--- config.mk ---
export PLATFORM = sky130hd
export DESIGN_NAME = udr_path_state
export DESIGN_NICKNAME = d
export VERILOG_FILES = /design/src/rtl/udr_pkg.sv /design/src/rtl/udr_path_state.sv
export SDC_FILE = /design/constraint.sdc
export NUM_CORES = 1
export LEC_CHECK = 0
export ABC_AREA = 1
export BUFFER_PORTS_ARGS = -buffer_cell sky130_fd_sc_hd__buf_2
export CAP_MARGIN = 15
export CORE_AREA = 2 2 39 41
export CTS_CLUSTER_DIAMETER = 150
export DETAILED_ROUTE_END_ITERATION = 7
export DIE_AREA = 0 0 41 43
export SYNTH_ARGS = -nofsm -noshare
export SYNTH_HDL_FRONTEND = slang
export SYNTH_SLANG_ARGS = --single-unit
--- constraint.sdc ---
create_clock -name clk -period 0.8 [get_ports clk]
set_input_delay 0.12 -clock clk [delete_from_list [all_inputs] [get_ports clk]]
set_output_delay 0.12 -clock clk [all_outputs]
set_load 0.005 [all_outputs]
--- src/rtl/udr_pkg.sv ---
// Package: shared direction type for the up/down route checker.
// Assumes: nothing beyond IEEE 1800-2017.
package udr_pkg;
    typedef enum logic {
        HOP_DOWN = 1'b0,
        HOP_UP   = 1'b1
    } hop_dir_e;
endpackage

--- src/rtl/udr_path_state.sv ---
// Module: udr_path_state
// Holds the per-path sticky bits (down seen, violation seen) and issues
// the verdict one cycle after path_end.
// Assumes: path_start takes effect before a hop of the same cycle, and
// a hop of the same cycle as path_end is counted in the verdict.
module udr_path_state
    import udr_pkg::*;
(
    input  logic     clk,
    input  logic     rst_n,
    input  logic     path_start,
    input  logic     hop_valid,
    input  hop_dir_e hop_dir,
    input  logic     path_end,
    output logic     legal,
    output logic     done
);
    logic down_seen_q, bad_q;
    logic base_down, base_bad;
    logic down_nx, bad_nx;

    // Next state of the sticky bits, start first, then the hop.
    always_comb begin
        base_down = path_start ? 1'b0 : down_seen_q;
        base_bad  = path_start ? 1'b0 : bad_q;
        down_nx   = base_down;
        bad_nx    = base_bad;
        if (hop_valid) begin
            bad_nx  = base_bad | ((hop_dir == HOP_UP) & base_down);
            down_nx = base_down | (hop_dir == HOP_DOWN);
        end
    end

    // Sticky bit registers.
    always_ff @(posedge clk) begin
        if (!rst_n) begin
            down_seen_q <= 1'b0;
            bad_q       <= 1'b0;
        end else begin
            down_seen_q <= down_nx;
            bad_q       <= bad_nx;
        end
    end

    // Verdict and done pulse, one cycle after path_end.
    always_ff @(posedge clk) begin
        if (!rst_n) begin
            done  <= 1'b0;
            legal <= 1'b0;
        end else begin
            done <= path_end;
            if (path_end)
                legal <= ~bad_nx;
        end
    end

    // a start without a hop leaves a clean path.
    a_r1_start_clears: assert property (@(posedge clk) disable iff (!rst_n)
        path_start && !hop_valid |=> !down_seen_q && !bad_q);
    // an up hop after a down hop marks the path bad.
    a_r5_up_after_down: assert property (@(posedge clk) disable iff (!rst_n)
        hop_valid && hop_dir == HOP_UP && down_seen_q && !path_start |=> bad_q);
    // a violation survives until the next start.
    a_r6_bad_sticky: assert property (@(posedge clk) disable iff (!rst_n)
        bad_q && !path_start |=> bad_q);
    // a zero-hop path is legal.
    a_r7_empty_legal: assert property (@(posedge clk) disable iff (!rst_n)
        path_start && path_end && !hop_valid |=> legal && done);
    // done follows path_end by one cycle and only then.
    a_r8_done_follows: assert property (@(posedge clk) disable iff (!rst_n)
        path_end |=> done);
    a_r8_done_only: assert property (@(posedge clk) disable iff (!rst_n)
        !path_end |=> !done && $stable(legal));
endmodule

[After elaboration in Yosys (flattened, before gate mapping)]
Cells that the tools add are included.
Word-level totals
  register bits after elaboration: 4
  input port bits: 6
  logic and storage cells: 13
Operators by class
  multiplexer cells: 4
  bitwise operators: 5
Operators by type and width (count)
  $mux W1: 4
  $not A1 Y1: 2
  $or A1 B1 Y1: 2
  $and A1 B1 Y1: 1

[Longest topological paths before layout]
Gate-level depths: netlist of run 1.
  depth in word-level cells: 5
  depth in mapped cells: 5
  gate-level depth less buffers: 5

[Worst setup path before layout of run 1]
No wires, ideal clock.
  path type: register -> register
  from: register down_seen_q
  to: register legal
  setup time: 0.122 ns
  data arrival time: 0.581 ns
  data required time: 0.678 ns
  setup slack: 0.098 ns
  cell stages (with the launch flop): 6
  path buffers: 0
  cells stage by stage: dfxtp_1 > inv_1 > nor2_2 > nand2_2 > nand2_2 > a21oi_2
On the way
  cells in the longest elaborated chain, start to end: 5
Ends and longest elaborated chain
  start: declaration: line udr_path_state.sv:18  | logic down_seen_q, bad_q;
  start signal: assignment: line udr_path_state.sv:40  | down_seen_q <= down_nx;
  $mux W1: line udr_path_state.sv:24  | base_down = path_start ? 1'b0 : down_seen_q;
  $and A1 B1 Y1: line udr_path_state.sv:29  | bad_nx = base_bad | ((hop_dir == HOP_UP) & base_down);
  $or A1 B1 Y1: line udr_path_state.sv:29
  $mux W1: line udr_path_state.sv:28  | if (hop_valid) begin
  $not A1 Y1: line udr_path_state.sv:53  | legal <= ~bad_nx;
  end signal: assignment: line udr_path_state.sv:53
  end: declaration: line udr_path_state.sv:15  | output logic legal,
Every way passes these cells.
A chain may end at the register's enable or synchronous reset.

[Worst setup path in the final report of run 1]
  from: register legal
  to: output legal
No word-level cell between the ends.

==> run metrics, run 1 <==
Die Height=43 um; Setup Skew=0.00186 ns; number of fill cells=164; combinational share of power=9.9%; Total GRT Usage=3.91%; post-DR vias/cell=3.22; final worst path period share=96.0%; average wire per standard cell=5.91 um; I/O Buffers=7; peak supply drop=0.270 mV; DRT met1 WL=88 um; Post-Route WL=272 um; final weighted congestion in routability-driven placement=0.561; Tot Pwr=504 uW; cell internal pwr=405 uW; Clock Pin Slew Worst Setup and Hold Paths=0.04 ns; Clock power frac=47.4%; reg2reg start=down_seen_q$_SDFF_PN0_; Final Setup Violations=0; metal3 WL=11 um; Routed Antenna Nets=0; sequential area share after synthesis=47.8%; Die ar.=0.00176 mm^2; Seq pwr share=42.7%; Netlist cell types=10; worst min-delay path class=in2reg; Syn Nets=26; DRC=0; Initial Utilization=12.1%; nets@finish=38; Setup Total Neg Slack=0 ns; CP endpoint kind=output port; min-delay src=path_end; Max-Cap Viols=0; register area=81.3 um^2; routed vias=148; number of DRC markers in iteration 0=0; Area contributors post-synth=dfxtp_1 48%, inv_1 11%, nand2_2 11%, a21boi_2 6.7%, a21oi_2 5.2%; CP Launch Type=flop; top sig layer=met3; gr ovfl total=0; Final Instance Area=253 um^2; Antenna Diode Count=0; top cell type's share of synthesized area=47.8%; # IOs=8; Slew @ Worst Pin=0.200 ns; Post-CTS Setup Bufs=0; CP max stage cell=dfxtp_2; outcome=finished, final reports clean; CP bufs+invs=1; RSZ-0062 raised after global routing=yes; Crit path required time=0.68 ns; multi-input combinational cell area=68.8 um^2; layout cells sized above 1=56.7%; Leak Pwr=0.000131 uW; htree depth=1; Max Slew Vio Count=0; syn_area_per_cell=8.38 um^2; NetSw=98.8 uW; largest net degree at the start of global routing=5; worst path arrival time=0.65 ns; met2 routed WL=172 um; Clock Tree Buf Depth=2; synthesized area=168 um^2; critical path's largest stage delay=0.31 ns; Syn Inst Count=20; CTS buffer count=3; Ys Warns=0; Area Overhead vs Synth=50.7%; CTS hold repair buffers=0; first-pass GRT wire length=420 um; critical-path maximum fanout=2; Critical Path Source=legal$_SDFFE_PN0P_; DRT Pass-1 Iters=1; DP Area=223 um^2; post-layout min period=0.768 ns; initial antenna violation count=0; Setup CP Type=reg2out; CORE AREA=0.00138 mm^2; hold_ws=0.0923 ns; switch share=19.6%; CTS tree=built; Worst path top cell family by delay=flip-flops; DP HPWL=236 um; cell taking the most area after synthesis=dfxtp_1; root buffer cell=clkbuf_4; Die X=41 um; Rel. slew slack=86.5%; Fin. Hold Viols=0; Sink Count=4; crit path cell chain=buf_6; Cell Pwr Density=1990 mW/mm^2; Skew-Pair Late Insertion Delay=0.23 ns; number of global-route vias before repair=140; Rows=14; Fmax=1.30 GHz; Yosys reg bits=4; post-cts sizing count=0
## worst paths after layout
kind                        endpoint  slack, ns  cells past startpoint
setup / recovery               legal       0.03                      1
hold / removal    legal$_SDFFE_PN0P_       0.09                      2
setup reg to reg  legal$_SDFFE_PN0P_       0.06                      5
hold reg to reg     bad_q$_SDFF_PN0_       0.47                      2
## cell families (layout without fill, tap and decap cells)
group / Yosys count / in the layout / share of synthesized area (%)
DFF: 4 / 4 / 47.8
and+or+nand+nor: 7 / 7 / 21.6
buffers and inverters: 5 / 15 / 11.2
AOI/OAI and AO/OA: 4 / 4 / 19.4
## routing by layer
layer / global-route usage (%) / vias to the layer above
met4: 8.00 / 0
met1: 2.88 / 65
met5: 0 / -
met3: 0 / 0
li1: - / 81
met2: 5.63 / 2
## final cells by class
| type | instances | share of cell area, % |
|---|---|---|
| Timing Repair Buffer | 7 | 16.3 |
| Clock buffer | 3 | 8.91 |
| Inverter | 5 | 7.43 |
| Sequential cell | 4 | 32.2 |
| Multi-Input combinational cell | 11 | 27.2 |
| Tap cell | 16 | 7.92 |
## registers in the layout (all words and copies together), names as in the netlist
name	count
bad_q	1
done	1
down_seen_q	1
legal	1
## Yosys cell counts
library cell	count
inv_1	5
nand2_2	3
a21boi_2	1
nor2_2	1
dfxtp_1	4
o21ai_0	1
o21a_1	1
a21oi_2	1
nand2_1	2
nor2_1	1
## power by group through the flow
| stage | clock (uW) | sequential (uW) | combinational [uW] |
|---|---|---|---|
| 6_report | 239 | 215 | 49.9 |
| 5_1_grt | 261 | 216 | 55.0 |
| 4_1_cts | 250 | 214 | 46.4 |
| 3_5_place_dp | 0 | 217 | 46.4 |
| 3_3_place_gp | 0 | 216 | 45.4 |
| 2_1_floorplan | 0 | 217 | 19.9 |
## stage by stage
stage / utilization, % / setup WS [ns] / std cells
after floorplan: - / 0.0977 / 20
after global placement: 16.1 / 0.0705 / 43
after detailed placement: 16.1 / 0.0572 / 43
after CTS: 17.7 / 0.00776 / 46
after global routing: 18.3 / 0.00400 / 46
final: 18.3 / 0.0316 / 46
## cells in the final DEF (no fill, tap or decap)
cell | synthesis | routed
a21boi_2 | 1 | 1
a21oi_2 | 1 | 1
buf_2 | 0 | 6
buf_6 | 0 | 1
clkbuf_4 | 0 | 3
dfxtp_1 | 4 | 3
dfxtp_2 | 0 | 1
inv_1 | 5 | 5
nand2_1 | 2 | 2
nand2_2 | 3 | 3
nor2_1 | 1 | 1
nor2_2 | 1 | 1
o21a_1 | 1 | 1
o21ai_0 | 1 | 1
(Power assumes the default switching activity.)
==> run 2: changes to the inputs <==
--- a/config.mk
+++ b/config.mk
@@ -5,9 +5,8 @@
 export SDC_FILE = /design/constraint.sdc
 export NUM_CORES = 1
 export LEC_CHECK = 0
-export ABC_AREA = 1
 export BUFFER_PORTS_ARGS = -buffer_cell sky130_fd_sc_hd__buf_2
-export CAP_MARGIN = 15
+export CAP_MARGIN = 20
 export CORE_AREA = 2 2 39 41
 export CTS_CLUSTER_DIAMETER = 150
 export DETAILED_ROUTE_END_ITERATION = 7
@@ -15,3 +14,4 @@
 export SYNTH_ARGS = -nofsm -noshare
 export SYNTH_HDL_FRONTEND = slang
 export SYNTH_SLANG_ARGS = --single-unit
+export TNS_END_PERCENT = 5
==> run metrics, run 2 <==
most frequent cells in the layout=7 x buf_2, 3 x dfxtp_1, 3 x clkbuf_4, 2 x nand2b_1 (was 6 x buf_2, 5 x inv_1, 3 x nand2_2, 3 x dfxtp_1, 3 x clkbuf_4); register area=81.3 um^2 (unchanged); switch share=19.8% (was 19.6%); Max-Cap Viols=0 (unchanged); number of DRC markers in iteration 0=0 (unchanged); Setup CP Type=reg2out (unchanged); Total GRT Usage=4.31% (was 3.91%); Area contributors post-synth=dfxtp_1 59%, nand2b_1 9.2%, a31o_1 6.4%, a21boi_1 5.5%, a31oi_1 4.6% (was dfxtp_1 48%, inv_1 11%, nand2_2 11%, a21boi_2 6.7%, a21oi_2 5.2%); average wire per standard cell=7.82 um (was 5.91 um); post-DR vias/cell=3.33 (was 3.22); most common cell in the netlist=dfxtp_1 (was inv_1); nets@finish=31 (was 38); min-delay src=path_end (unchanged); routing usage on met2=4.69% (was 5.63%); Post-CTS Setup Bufs=0 (unchanged); Syn Nets=19 (was 26); reg2reg start=down_seen_q$_SDFF_PN0_ (unchanged); Area Overhead vs Synth=57.8% (was 50.7%); top cell type's share of synthesized area=58.7% (was 47.8%); final weighted congestion in routability-driven placement=0.459 (was 0.561); CTS buffer count=3 (unchanged); root buffer cell=clkbuf_4 (unchanged); sequential area share after synthesis=58.7% (was 47.8%); R2R Path End=bad_q$_SDFF_PN0_ (was legal$_SDFFE_PN0P_); largest net degree at the start of global routing=5 (unchanged); Worst path top cell family by delay=flip-flops (unchanged); syn_area_per_cell=10.5 um^2 (was 8.38 um^2); CTS tree=built (unchanged); I/O Buffers=7 (unchanged); Max Slew Vio Count=0 (unchanged); Final Instance Area=215 um^2 (was 253 um^2); Async SR Flop Fraction=0% (unchanged); multi-input combinational cell area=52.6 um^2 (was 68.8 um^2); number of fill cells=165 (was 164); Leak Pwr=0.000102 uW (was 0.000131 uW); critical path's largest stage delay=0.31 ns (about the same); most used routing layer=met4 (unchanged); Post-Route WL=305 um (was 272 um); post-layout min period=0.781 ns (was 0.768 ns); Clock Tree Buf Depth=2 (unchanged); initial antenna violation count=0 (unchanged); first-pass GRT wire length=379 um (was 420 um); Fin. Hold Viols=0 (unchanged); DP Area=191 um^2 (was 223 um^2); CORE AREA=0.00138 mm^2 (unchanged); Commonest cells post-synth=4 x dfxtp_1, 2 x nand2b_1 (was 5 x inv_1, 4 x dfxtp_1, 3 x nand2_2, 2 x nand2_1); Clock power frac=49.6% (was 47.4%); Crit path required time=0.68 ns (about the same); M3 GR Usage=3.14% (was 0%); combinational share of power=7.4% (was 9.9%); CP Launch Type=flop (unchanged); Reg2Reg Depth=2 (was 5); Min-Delay Endpoint=legal$_SDFFE_PN0P_ (unchanged); cell taking the most area after synthesis=dfxtp_1 (unchanged); cell internal pwr=400 uW (was 405 uW); outcome=finished, final reports clean (unchanged); Ys Warns=0 (unchanged); Die Height=43 um (unchanged); Rows=14 (unchanged); Initial Utilization=9.86% (was 12.1%); Antenna Diode Count=0 (unchanged); # IOs=8 (unchanged); worst path arrival time=0.66 ns (was 0.65 ns); DRT Pass-1 Iters=1 (unchanged); final worst path period share=97.7% (was 96.0%); Rel. slew slack=91.2% (was 86.5%); Netlist cell types=9 (was 10); Clock Pin Slew Worst Setup and Hold Paths=0.04 ns (about the same); Routed Antenna Nets=0 (unchanged); routed vias=130 (was 148); commonest non-fill, non-tap cell in the layout=buf_2 (unchanged); RSZ-0062 raised after global routing=yes (unchanged); GRT met1 Usage=2.24% (was 2.88%); Critical Path Source=legal$_SDFFE_PN0P_ (unchanged); Skew-Pair Late Insertion Delay=0.23 ns (about the same); CP bufs+invs=1 (unchanged); layout cells sized above 1=47.8% (was 56.7%); NetSw=98.8 uW (about the same); critical-path maximum fanout=2 (unchanged); number of global-route vias before repair=110 (was 140); Sink Count=4 (unchanged); Setup Skew=0.00563 ns (was 0.00186 ns); peak supply drop=0.262 mV (was 0.270 mV); worst hold stages=2 (unchanged); most common flop cell mapped by yosys=dfxtp_1 (unchanged); fin cells=39 (was 46); Die X=41 um (unchanged); R2R setup slack=0.04 ns (was 0.06 ns); gr ovfl total=0 (unchanged); CP max stage cell=dfxtp_2 (unchanged); CP endpoint kind=output port (unchanged); synthesized area=136 um^2 (was 168 um^2); Final Setup Violations=0 (unchanged); DRC=0 (unchanged); Syn Inst Count=13 (was 20); Seq pwr share=43.1% (was 42.7%); Yosys reg bits=4 (unchanged); worst min-delay path class=in2reg (unchanged); crit path cell chain=buf_2 (was buf_6); EDFF count, synth=0 (unchanged); Die ar.=0.00176 mm^2 (unchanged); Slew @ Worst Pin=0.131 ns (was 0.200 ns); Placed Cells=36 (was 43); htree depth=1 (unchanged); Fmax=1.28 GHz (was 1.30 GHz); Cell Pwr Density=2320 mW/mm^2 (was 1990 mW/mm^2)
[run 2: cell count changes after synthesis, moves of 2 or more]
| cell | change |
|---|---|
| inv_1 | -4 |
| nand2_2 | -3 |
| nand2b_1 | +2 |
| nand2_1 | -2 |
[run 2: power by group through the flow]
stage / logic, uW / registers, uW / clock network (uW)
after global placement: 36.7 / 217 / 0
after detailed placement: 37.1 / 217 / 0
final: 36.7 / 215 / 247
after CTS: 37.4 / 215 / 266
after floorplan: 13.0 / 217 / 0
after global routing: 41.3 / 216 / 272
[run 2: cells by family after synthesis]
family,share of synthesized area [%]
simple gates,18.4
flops,58.7
compound gates,20.2
buf+inv,2.75
[run 2: how the worst max path moves through the flow]
| stage | endpoint | cells after the start |
|---|---|---|
| 2_1_floorplan | bad_q$_SDFF_PN0_ | 2 |
| 3_3_place_gp | bad_q$_SDFF_PN0_ | 2 |
| 3_5_place_dp | bad_q$_SDFF_PN0_ | 2 |
| 4_1_cts | legal | 1 |
| 5_1_grt | legal | 1 |
| 6_report | legal | 1 |
[run 2: timing repair]
| action | in CTS | in global routing |
|---|---|---|
| gates resized for setup | 1 | 0 |
| hold buffers | 0 | 0 |
| endpoints found under the setup margin | 1 | 2 |
[run 2: per-layer routing]
metal  part of all wire [%]  vias to the layer above
li1                       -                       66
met1                     37                       57
met2                     51                        5
met3                    8.2                        2
met4                    3.3                        0
met5                      0                        -
[run 2: final cells by class]
cell class | instances | share of cell area, %
well taps | 16 | 9.30
clock buffers | 3 | 10.5
multi-input cells | 8 | 24.4
repair buffers | 7 | 16.3
flip-flops and latches | 4 | 37.8
inverters | 1 | 1.74
[run 2: stage by stage]
step	total power (uW)	setup WS [ns]	hold slack, ns	utilization, %	setup TNS [ns]
after floorplan	230	0.0675	0.220	-	0
after global placement	254	0.0454	0.329	13.8	0
after detailed placement	254	0.0387	0.338	13.8	0
after CTS	519	0.00363	0.0755	15.6	0
after global routing	529	-0.00525	0.0777	15.6	-0.00661
final	499	0.0187	0.0858	15.6	0
==> run 3: changes to the inputs <==
--- a/config.mk
+++ b/config.mk
@@ -11,6 +11,7 @@
 export CTS_CLUSTER_DIAMETER = 150
 export DETAILED_ROUTE_END_ITERATION = 7
 export DIE_AREA = 0 0 41 43
+export SETUP_SLACK_MARGIN = 0.15
 export SYNTH_ARGS = -nofsm -noshare
 export SYNTH_HDL_FRONTEND = slang
 export SYNTH_SLANG_ARGS = --single-unit
==> constraint.sdc (replaced) <==
create_clock -name clk -period 0.8 [get_ports clk]
set_input_delay 0.12 -clock clk [delete_from_list [all_inputs] [get_ports clk]]
set_output_delay 0.12 -clock clk [all_outputs]
set_load 0.02 [all_outputs]
==> run metrics, run 3 (synthesis gave the netlist of run 2 again) <==
Crit path required time=0.68 ns (about the same); R2R Path End=bad_q$_SDFF_PN0_ (unchanged); Tot Pwr=522 uW (was 499 uW); Reg2Reg Depth=2 (unchanged); CORE AREA=0.00138 mm^2 (unchanged); routed vias=133 (was 130); htree depth=1 (unchanged); peak supply drop=0.204 mV (was 0.262 mV); most frequent cells in the layout=5 x buf_2, 3 x clkbuf_4, 3 x dfxtp_2, 2 x nand2b_1, 2 x buf_6 (was 7 x buf_2, 3 x dfxtp_1, 3 x clkbuf_4, 2 x nand2b_1); worst min-delay path class=in2reg (unchanged); I/O Buffers=7 (unchanged); Clock power frac=48.4% (was 49.6%); critical-path maximum fanout=2 (unchanged); Skew-Pair Late Insertion Delay=0.23 ns (about the same); CP bufs+invs=1 (unchanged); DP HPWL=223 um; gr ovfl total=0 (unchanged); Fin. Hold Viols=0 (unchanged); layout cells sized above 1=56.5% (was 47.8%); worst hold stages=2 (unchanged); Die ar.=0.00176 mm^2 (unchanged); crit path cell chain=buf_6 (was buf_2); first-pass GRT wire length=400 um (was 379 um); Area Overhead vs Synth=68.8% (was 57.8%); post-DR vias/cell=3.41 (was 3.33); Total GRT Usage=4.00% (was 4.31%); routing usage on met2=5.63% (was 4.69%); worst path arrival time=0.67 ns (was 0.66 ns); nets@finish=31 (unchanged); CTS hold repair buffers=0 (unchanged); # IOs=8 (unchanged); Seq pwr share=41.6% (was 43.1%); RSZ-0062 raised after global routing=yes (unchanged); Sink Count=4 (unchanged); most used routing layer=met4 (unchanged); post-layout min period=0.787 ns (was 0.781 ns); switch share=21.6% (was 19.8%); DRC=0 (unchanged); Slew @ Worst Pin=0.156 ns (was 0.131 ns); R2R setup slack=0.07 ns (was 0.04 ns); CP endpoint kind=output port (unchanged); Routed Antenna Nets=0 (unchanged); Final Setup Violations=0 (unchanged); DRT Pass-1 Iters=1 (unchanged); largest net degree at the start of global routing=5 (unchanged); cell internal pwr=409 uW (was 400 uW); Die X=41 um (unchanged); Post-CTS Setup Bufs=0 (unchanged); Cell Pwr Density=2270 mW/mm^2 (was 2320 mW/mm^2); Post-Route WL=305 um (unchanged); critical path's largest stage delay=0.31 ns (about the same); initial antenna violation count=0 (unchanged); Die Height=43 um (unchanged); CP max stage cell=dfxtp_2 (unchanged); Max-Cap Viols=0 (unchanged); Fmax=1.27 GHz (was 1.28 GHz); average wire per standard cell=7.82 um (unchanged); min-delay src=path_end (unchanged); Rows=14 (unchanged); number of DRC markers in iteration 0=0 (unchanged); commonest non-fill, non-tap cell in the layout=buf_2 (unchanged); Initial Utilization=9.86% (unchanged); Antenna Diode Count=0 (unchanged); final worst path period share=98.4% (was 97.7%); NetSw=113 uW (was 98.8 uW); Setup Skew=0.00245 ns (was 0.00563 ns); root buffer cell=clkbuf_4 (unchanged); CP Launch Type=flop (unchanged); outcome=finished, final reports clean (unchanged); combinational share of power=9.9% (was 7.4%); Min-Delay Endpoint=legal$_SDFFE_PN0P_ (unchanged); register area=83.8 um^2 (was 81.3 um^2); final weighted congestion in routability-driven placement=0.418 (was 0.459); Setup CP Type=reg2out (unchanged); Util after Layout=16.6% (was 15.6%); Clock Tree Buf Depth=2 (unchanged); Worst path top cell family by delay=flip-flops (unchanged); number of global-route vias before repair=127 (was 110); Max Slew Vio Count=0 (unchanged); M3 GR Usage=0% (was 3.14%); number of fill cells=155 (was 165); reg2reg start=down_seen_q$_SDFF_PN0_ (unchanged); Leak Pwr=0.000105 uW (was 0.000102 uW); Clock Pin Slew Worst Setup and Hold Paths=0.04 ns (about the same); CTS tree=built (unchanged); Setup Total Neg Slack=0 ns (unchanged); CTS buffer count=3 (unchanged); multi-input combinational cell area=52.6 um^2 (unchanged); GRT met1 Usage=2.23% (was 2.24%); Rel. slew slack=89.5% (was 91.2%)
## run 3: cell counts in the layout (fill, tap and decap cells not counted)
No cell type changed its count.
## run 3: metal layers
| layer | vias up | wire, um |
|---|---|---|
| li1 | 66 | - |
| met1 | 62 | 121 |
| met2 | 5 | 164 |
| met3 | 0 | 18 |
| met4 | 0 | 0 |
| met5 | - | 0 |
## run 3: area by class of cell
cell class                 instances  area share [%]
clock buffer                       3            9.78
inverter                           1            1.63
multi-input combinational          8            22.8
sequential                         4            36.4
tap                               16            8.70
timing repair buffer               7            20.7
## run 3: power groups by stage
stage               Combinational (uW)  Sequential [uW]  Clock, uW
floorplan                         13.0              225          0
finish                            51.8              217        253
CTS                               52.4              217        269
detailed placement                44.3              217          0
global route                      56.3              218        275
global placement                  44.5              217          0
## run 3: what timing repair did
action                     CTS  global route
setup endpoints to repair    4             4
gates resized for setup      7             0
pin swaps                    3             2
## run 3: how the worst max path moves through the flow
stage,start,depth (start not counted),slack (ns),end
floorplan,down_seen_q$_SDFF_PN0_,2,0.07,bad_q$_SDFF_PN0_
detailed placement,down_seen_q$_SDFF_PN0_,2,0.04,bad_q$_SDFF_PN0_
finish,legal$_SDFFE_PN0P_,1,0.01,legal
global placement,down_seen_q$_SDFF_PN0_,2,0.05,bad_q$_SDFF_PN0_
global route,legal$_SDFFE_PN0P_,1,-0.02,legal
CTS,legal$_SDFFE_PN0P_,1,-0.001,legal
## run 3: stage by stage
| stage | setup slack (ns) | cells | instance area [um^2] | hold slack (ns) |
|---|---|---|---|---|
| finish | 0.0129 | 39 | 230 | 0.0899 |
| global route | -0.0154 | 39 | 230 | 0.101 |
| CTS | -0.00103 | 39 | 230 | 0.0952 |
| detailed placement | 0.0404 | 36 | 191 | 0.332 |
| global placement | 0.0516 | 36 | 191 | 0.344 |
| floorplan | 0.0675 | 13 | 136 | 0.220 |
